[src/rtl/mc_perf_counters.sv]
`timescale 1ns/1ps
module mc_perf_counters #(
  parameter int CNT_W  = 32,
  parameter int EVT_N  = 64,
  parameter int ADDR_W = 8
) (
  input  logic              clk,
  input  logic              rst_n,
  input  logic              bus_wr,
  input  logic [ADDR_W-1:0] bus_addr,
  input  logic [31:0]       bus_wdata,
  output logic [31:0]       bus_rdata,
  input  logic [EVT_N-1:0]  evt_strobe,
  output logic              irq
);
  localparam int NCNT      = 4;
  localparam int SEL_W     = 8;
  localparam int EVT_SPACE = 1 << SEL_W;
  localparam int CNT_BASE  = 32;

  logic [CNT_W-1:0]     cnt_q [NCNT];
  logic [SEL_W-1:0]     sel_q [NCNT];
  logic [NCNT-1:0]      en_q, ovf_q;
  logic [EVT_SPACE-1:0] evt_pad;
  logic                 run;
  logic                 unused_wbits;

  assign evt_pad      = EVT_SPACE'(evt_strobe);
  assign run          = en_q[0] & ~ovf_q[0];
  assign irq          = ovf_q[0];
  assign unused_wbits = ^{bus_wdata[23:3], bus_wdata[0]};

  for (genvar g = 0; g < NCNT; g++) begin : g_cnt
    logic wr_c, take, hit;
    assign wr_c = bus_wr && (bus_addr == ADDR_W'(4 * g));
    assign take = wr_c && (!bus_wdata[2] || !en_q[g]);
    if (g == 0) begin : g_cyc
      assign hit = run;
    end else begin : g_gen
      assign hit = en_q[g] && run && (sel_q[g] != '0) && evt_pad[sel_q[g]];
    end

    always_ff @(posedge clk) begin
      if (!rst_n) begin
        cnt_q[g] <= '0;
        sel_q[g] <= '0;
        en_q[g]  <= 1'b0;
        ovf_q[g] <= 1'b0;
      end else if (take) begin
        if (bus_wdata[2]) begin
          en_q[g]  <= 1'b1;
          ovf_q[g] <= 1'b0;
          sel_q[g] <= (g == 0) ? '0 : bus_wdata[31:24];
          if (bus_wdata[1]) cnt_q[g] <= '0;
        end else begin
          en_q[g] <= 1'b0;
        end
      end else if (hit) begin
        cnt_q[g] <= cnt_q[g] + CNT_W'(1);
        if (&cnt_q[g]) ovf_q[g] <= 1'b1;
      end
    end


    frozen_hold_chk: assert property (@(posedge clk) disable iff (!rst_n)
      (ovf_q[0] && !bus_wr) |=> $stable(cnt_q[g]));


    single_step_chk: assert property (@(posedge clk) disable iff (!rst_n)
      !bus_wr |=> (CNT_W'(cnt_q[g] - $past(cnt_q[g])) <= CNT_W'(1)));


    relock_chk: assert property (@(posedge clk) disable iff (!rst_n)
      (wr_c && bus_wdata[2] && en_q[g]) |=> ($stable(sel_q[g]) && en_q[g]));

    if (g > 0) begin : g_hold

      idle_hold_chk: assert property (@(posedge clk) disable iff (!rst_n)
        (!en_q[0] && !bus_wr) |=> $stable(cnt_q[g]));
    end
  end

  always_comb begin
    bus_rdata = '0;
    for (int i = 0; i < NCNT; i++) begin
      if (bus_addr == ADDR_W'(4 * i))
        bus_rdata = {sel_q[i], 21'b0, en_q[i], 1'b0, ovf_q[i]};
      if (bus_addr == ADDR_W'(CNT_BASE + 4 * i))
        bus_rdata = 32'(cnt_q[i]);
    end
  end


  cyc_step_chk: assert property (@(posedge clk) disable iff (!rst_n)
    (run && !bus_wr) |=> (cnt_q[0] == $past(cnt_q[0]) + CNT_W'(1)));


  irq_src_chk: assert property (@(posedge clk) disable iff (!rst_n)
    $rose(irq) |-> $past(&cnt_q[0]));
endmodule

[config.mk]
export PLATFORM = sky130hd
export DESIGN_NAME = mc_perf_counters
export DESIGN_NICKNAME = d
export VERILOG_FILES = /design/src/rtl/mc_perf_counters.sv
export SDC_FILE = /design/constraint.sdc
export NUM_CORES = 1
export LEC_CHECK = 0
export BUFFER_PORTS_ARGS = -buffer_cell sky130_fd_sc_hd__buf_2
export CAP_MARGIN = 30
export CORE_ASPECT_RATIO = 0.5
export CORE_UTILIZATION = 61
export CTS_BUF_LIST = sky130_fd_sc_hd__clkbuf_4
export CTS_CLUSTER_DIAMETER = 50
export DETAILED_ROUTE_END_ITERATION = 8
export PLACE_DENSITY = 0.83
export SYNTH_ARGS = -nofsm -noshare
export SYNTH_HDL_FRONTEND = slang
export SYNTH_SLANG_ARGS = --single-unit
[constraint.sdc]
create_clock -name clk -period 6.81 [get_ports clk]
set_input_delay 1.362 -clock clk [delete_from_list [all_inputs] [get_ports clk]]
set_output_delay 1.362 -clock clk [all_outputs]
set_load 0.01 [all_outputs]
# == Word-level counts from Yosys, hierarchy flattened ==
# Memories as Yosys holds them, arrays and structs flattened.
# Cells that the tools add are included.
# word_totals
reg_bits,8
mem_bits_rw,160
input_bits,107
wordCells,171
n_memories,2
# mem_list
memory,words,width,read_ports,rd_clocked_by_memory_dff,wr,line_no,text
cnt_q,4,32,4,0,4,21,logic [CNT_W-1:0] cnt_q [NCNT];
sel_q,4,8,4,0,4,22,logic [SEL_W-1:0] sel_q [NCNT];
# op_classes
addsub,4
order_cmp,3
eq_ne,11
muxes,83
n_bitwise,14
reduce_logical,46
# op_table
operator,n
32-bit 2-to-1 mux,16
32-bit by 1-bit adder with 32-bit output (second input constant),4
32-bit AND reduction,4
1-bit 2-to-1 mux,60
8-bit by 6-bit equality test with 1-bit output (second input constant),4
8-bit 2-to-1 mux,4
8-bit by 9-bit < comparator with 1-bit output (second input constant),3
1-bit binary-select mux with 8-bit select,3
8-bit nonzero test,3
1-bit logical AND,17
8-bit by 4-bit equality test with 1-bit output (second input constant),2
2-bit nonzero test,8
1-bit OR,12
3-bit AND reduction,4
8-bit by 3-bit equality test with 1-bit output (second input constant),1
8-bit logical NOT,1
2-bit != test (second input constant),4
1-bit logical NOT,5
1-bit logical OR,4
1-bit bitwise AND,1
1-bit NOT,1

# == Depth between registers and ports, before layout ==
# logic_depth
word_depth,10
mapped_depth,10
ltp_nobuf,7

# == Worst setup path before layout ==
# No wires, ideal clock.
# synth_timing
kind,input to register
from,input port bus_addr[7]
to,"memory cnt_q[0][0], enable pin"
t_arrival_ns,4.892
slack_ns,1.452
stages,5
cell_sequence,or4_1 or3_1 nor3_2 o21ai_0 o21ai_0
# synth_lines
item,line_no,text
start: declaration,10,"input logic [ADDR_W-1:0] bus_addr,"
end: declaration,21,

# == Worst setup path in the final report ==
# layout_timing
from,input port bus_addr[7]
to,output port bus_rdata[26]
# layout_between
elab_chain_len,9
word_cells_on_any_way,16
cone_classes,eq/ne (7); mux (8); reduce/logical (1)
# layout_rtl
item,line_no,text
8-bit logical NOT,86,if (bus_addr == ADDR_W'(4 * i))
32-bit 2-to-1 mux,86,
32-bit 2-to-1 mux,88,if (bus_addr == ADDR_W'(CNT_BASE + 4 * i))
32-bit 2-to-1 mux,86,
32-bit 2-to-1 mux,88,
32-bit 2-to-1 mux,86,
32-bit 2-to-1 mux,88,
32-bit 2-to-1 mux,86,
32-bit 2-to-1 mux *,88,
end: declaration,12,"output logic [31:0] bus_rdata,"
# Mark *: on every way between the ends. The rest lies on a longest branch, timed or not.

==> impl_metrics.csv <==
group,metric,value,unit
timing,fin_worst_skew,0.0330,ns
logic_synthesis,synth_edf_count,152,
clock_network,ctsRootBufferMaster,"clkbuf_4",
logic_synthesis,syn_nets,1208,
setup_path,cp_max_fo,25,
logic_synthesis,synthCells,1097,
logic_synthesis,yosys.area.top_type,"edfxtp_1",
logic_synthesis,async_flop_share,0,%
routing,wl,30800,µm
placement,placedCellCount,1399,
timing,drv_slew,0,
timing,finalCritPeriodShare,78.9,%
setup_path,cp.arrival,4.01,ns
min_path,min_to,"ovf_q[2]",
floorplanning,core,17700,µm²
logic_synthesis,yosys.cell_count.top_type,"edfxtp_1",
logic_synthesis,ys_warn_count,0,
placement,pre_cts_slack,1.56,ns
setup_path,critPathKind,"input pin to output pin",
floorplanning,fp.dieArea,18900,µm²
timing,finalSetupViolCount,0,
cells_and_area,syn_to_final_growth,9.29,%
floorplanning,die_h,97.7,µm
global_route,grt_pass1_wl,48700,µm
logic_synthesis,synth.area.top_cells,"edfxtp_1, xor2_1, mux4_2",
routing,vias,9557,
setup_path,reg2reg_slack,3.41,ns
floorplanning,initial_core_util,63.3,%
clock_network,cts_resized,0,
global_route,antenna_found_initial,1,
clock_network,cts_buffers,17,
timing,period_minus_slack,5.37,ns
global_route,grt_pass1_vias,9281,
setup_path,start_kind,"input pin",
logic_synthesis,synth_area,11200,µm²
setup_path,r2r_cells,8,
routing,drt-pass1-iter-count,9,
placement,dpl-instance-area,11800,µm²
clock_network,cts.sinks,160,
timing,rsz0062_at_grt,"no",
cells_and_area,fillCellCount,1349,
timing,hold_viol,0,
cells_and_area,multi_input_area,6040,µm²
clock_network,clk_pin_slew,0.14,ns
routing,drt-wirelength-per-cell,21.5,µm
run_status,status,"finished, violations left",
flow_run,max-cap-violations,0,
routing,antenna_left,0,
clock_network,clk_latency,0.58,ns
routing,drt_iter0_drc,1224,
logic_synthesis,synthTopCellsByCount,"edfxtp_1, nor2_1, nand2_1",
logic_synthesis,yosysTopAreaCellShare,40.9,%
timing,worst_slew_pin_slew,0.986,ns
setup_path,end_kind,"output pin",
cells_and_area,insertedDiodeCount,0,
global_route,grtUsageTotal,33.2,%
logic_synthesis,ys_ff_latch,160,
cells_and_area,fin_util,69.1,%
setup_path,path_cells,"buf_2, or4_1, nor3_1, buf_4, and2_1, a221o_1, a21oi_1, o22ai_1, buf_2",
timing,tns,0,ns
placement,gp_congestion,0.973,
power_and_ir_drop,powerDensity,173,nW/µm²
logic_synthesis,synth_area_per_cell,10.2,µm²
clock_network,post-cts-setup-buffers,0,
setup_path,timing.rr.start,"sel_q[3][0]",
timing,hold_slack,0.491,ns
setup_path,cp_common_cell,"buf_2",
setup_path,crit_buf_inv,3,
setup_path,path_delay_family,"simple AND/OR/NAND/NOR gates",
routing,viasPerCell,6.67,
power_and_ir_drop,finalPower,2.11,mW
power_and_ir_drop,leakage,4.39,nW
logic_synthesis,yosysUniqueCellTypes,67,
cells_and_area,final_nets,1296,
logic_synthesis,synth_flop_cell,"edfxtp_1",
min_path,min_path_type,"flip-flop to flip-flop",
min_path,min_from,"ovf_q[2]",
timing,clock.fmax,186,MHz
power_and_ir_drop,ir_drop,0.147,mV
setup_path,crit_required,5.45,ns
global_route,grt_max_degree,47,
cells_and_area,regArea,4720,µm²
floorplanning,fp-row-count,34,
run_status,violations,"DRC",
timing,fin_ws,1.44,ns
clock_network,ctsHoldBuffers,0,
clock_network,cts_buffer_depth,2,
setup_path,slowest_stage,"and2_1",
floorplanning,fp.dieW,193,µm
min_path,hold_depth,2,
clock_network,cts_tree,"built",
routing,drc,18,
cells_and_area,final_design_area_no_fill,12200,µm²
floorplanning,ios,140,
placement,dpl.hpwl,22000,µm
cells_and_area,drive_above_1_share,20.6,%
setup_path,max_stage_delay,0.80,ns
placement,io_buffer_count,117,
cells_and_area,fin_cells,1432,
clock_network,htreeDepth,4,
logic_synthesis,synth-seq-area-share,42.3,%
global_route,grt.overflow.total,0,
timing,slew_headroom,34.3,%
setup_path,r2r_end,"cnt_q[3][4]",
[cell families (layout without fill, tap and decap cells)]
logic type / after synthesis / in the layout / synth area share, %
mux: 89 / 89 / 11.4
simple gates: 512 / 512 / 24.0
fa+ha+maj: 4 / 4 / 0.448
compound gates: 130 / 130 / 8.76
flops: 160 / 160 / 42.3
xor+xnor: 119 / 119 / 9.33
buf+inv: 83 / 184 / 3.75
[state kept, by name, summed over array words and instances, names as in the netlist]
register and cells:
cnt_q 128, sel_q 24, en_q 4, ovf_q 3, irq 1
[worst min-delay path, stage by stage (launching register included)]
cell and delay [ns]:
dfxtp_1 0.34, nand3_1 0.06, o21ai_0 0.07
[how the worst max path moves through the flow]
| stage | startpoint | to | depth (start not counted) |
|---|---|---|---|
| final | bus_addr[7] | bus_rdata[26] | 9 |
| after global routing | bus_addr[7] | bus_rdata[24] | 9 |
| after CTS | bus_addr[7] | bus_rdata[26] | 9 |
| after detailed placement | bus_addr[7] | bus_rdata[26] | 9 |
| after global placement | bus_addr[7] | bus_rdata[26] | 9 |
| after floorplan | bus_addr[7] | cnt_q[0][0] | 5 |
[power by group]
part           switching, mW  internal [mW]
logic                  0.130          0.108
clock network          0.375          0.339
registers             0.0546           1.11
total                  0.560           1.55
[per-layer routing]
metal	vias to the layer above	wire, µm	global-route usage, %
met5	-	13	0
met4	2	962	13.4
met3	104	3280	6.28
met2	633	14100	53.0
met1	4536	12400	44.8
li1	4282	-	-
[area by class of cell]
| cell class | instances | area share, % |
|---|---|---|
| clock inverters | 14 | 1.87 |
| multi-input cells | 854 | 49.5 |
| well taps | 234 | 2.40 |
| inverters | 20 | 0.615 |
| flip-flops and latches | 160 | 38.7 |
| clock buffers | 18 | 1.11 |
| repair buffers | 132 | 5.82 |
[cells in the final DEF (no fill, tap or decap), types with 5 or more instances in the layout]
| cell type | count |
|---|---|
| and2_1 | 21 |
| dfxtp_1 | 8 |
| xor2_1 | 78 |
| a311oi_1 | 5 |
| mux2_2 | 13 |
| nor2_1 | 141 |
| nand3_1 | 54 |
| nor4_1 | 5 |
| xnor2_1 | 41 |
| mux2i_1 | 47 |
| a22oi_1 | 11 |
| nand2_1 | 111 |
| mux4_2 | 27 |
| clkbuf_4 | 18 |
| and3_1 | 33 |
| bufinv_16 | 5 |
| nor3_2 | 31 |
| nand4_1 | 36 |
| inv_1 | 19 |
| a222oi_1 | 22 |
| buf_4 | 14 |
| buf_2 | 117 |
| and4_1 | 11 |
| nand2b_1 | 15 |
| nor3_1 | 20 |
| a22o_1 | 7 |
| edfxtp_1 | 152 |
| a21oi_1 | 27 |
| o21ai_0 | 9 |
| nor2b_1 | 10 |
| o22ai_1 | 12 |
Note: power is estimated with default switching activity, not from simulation.
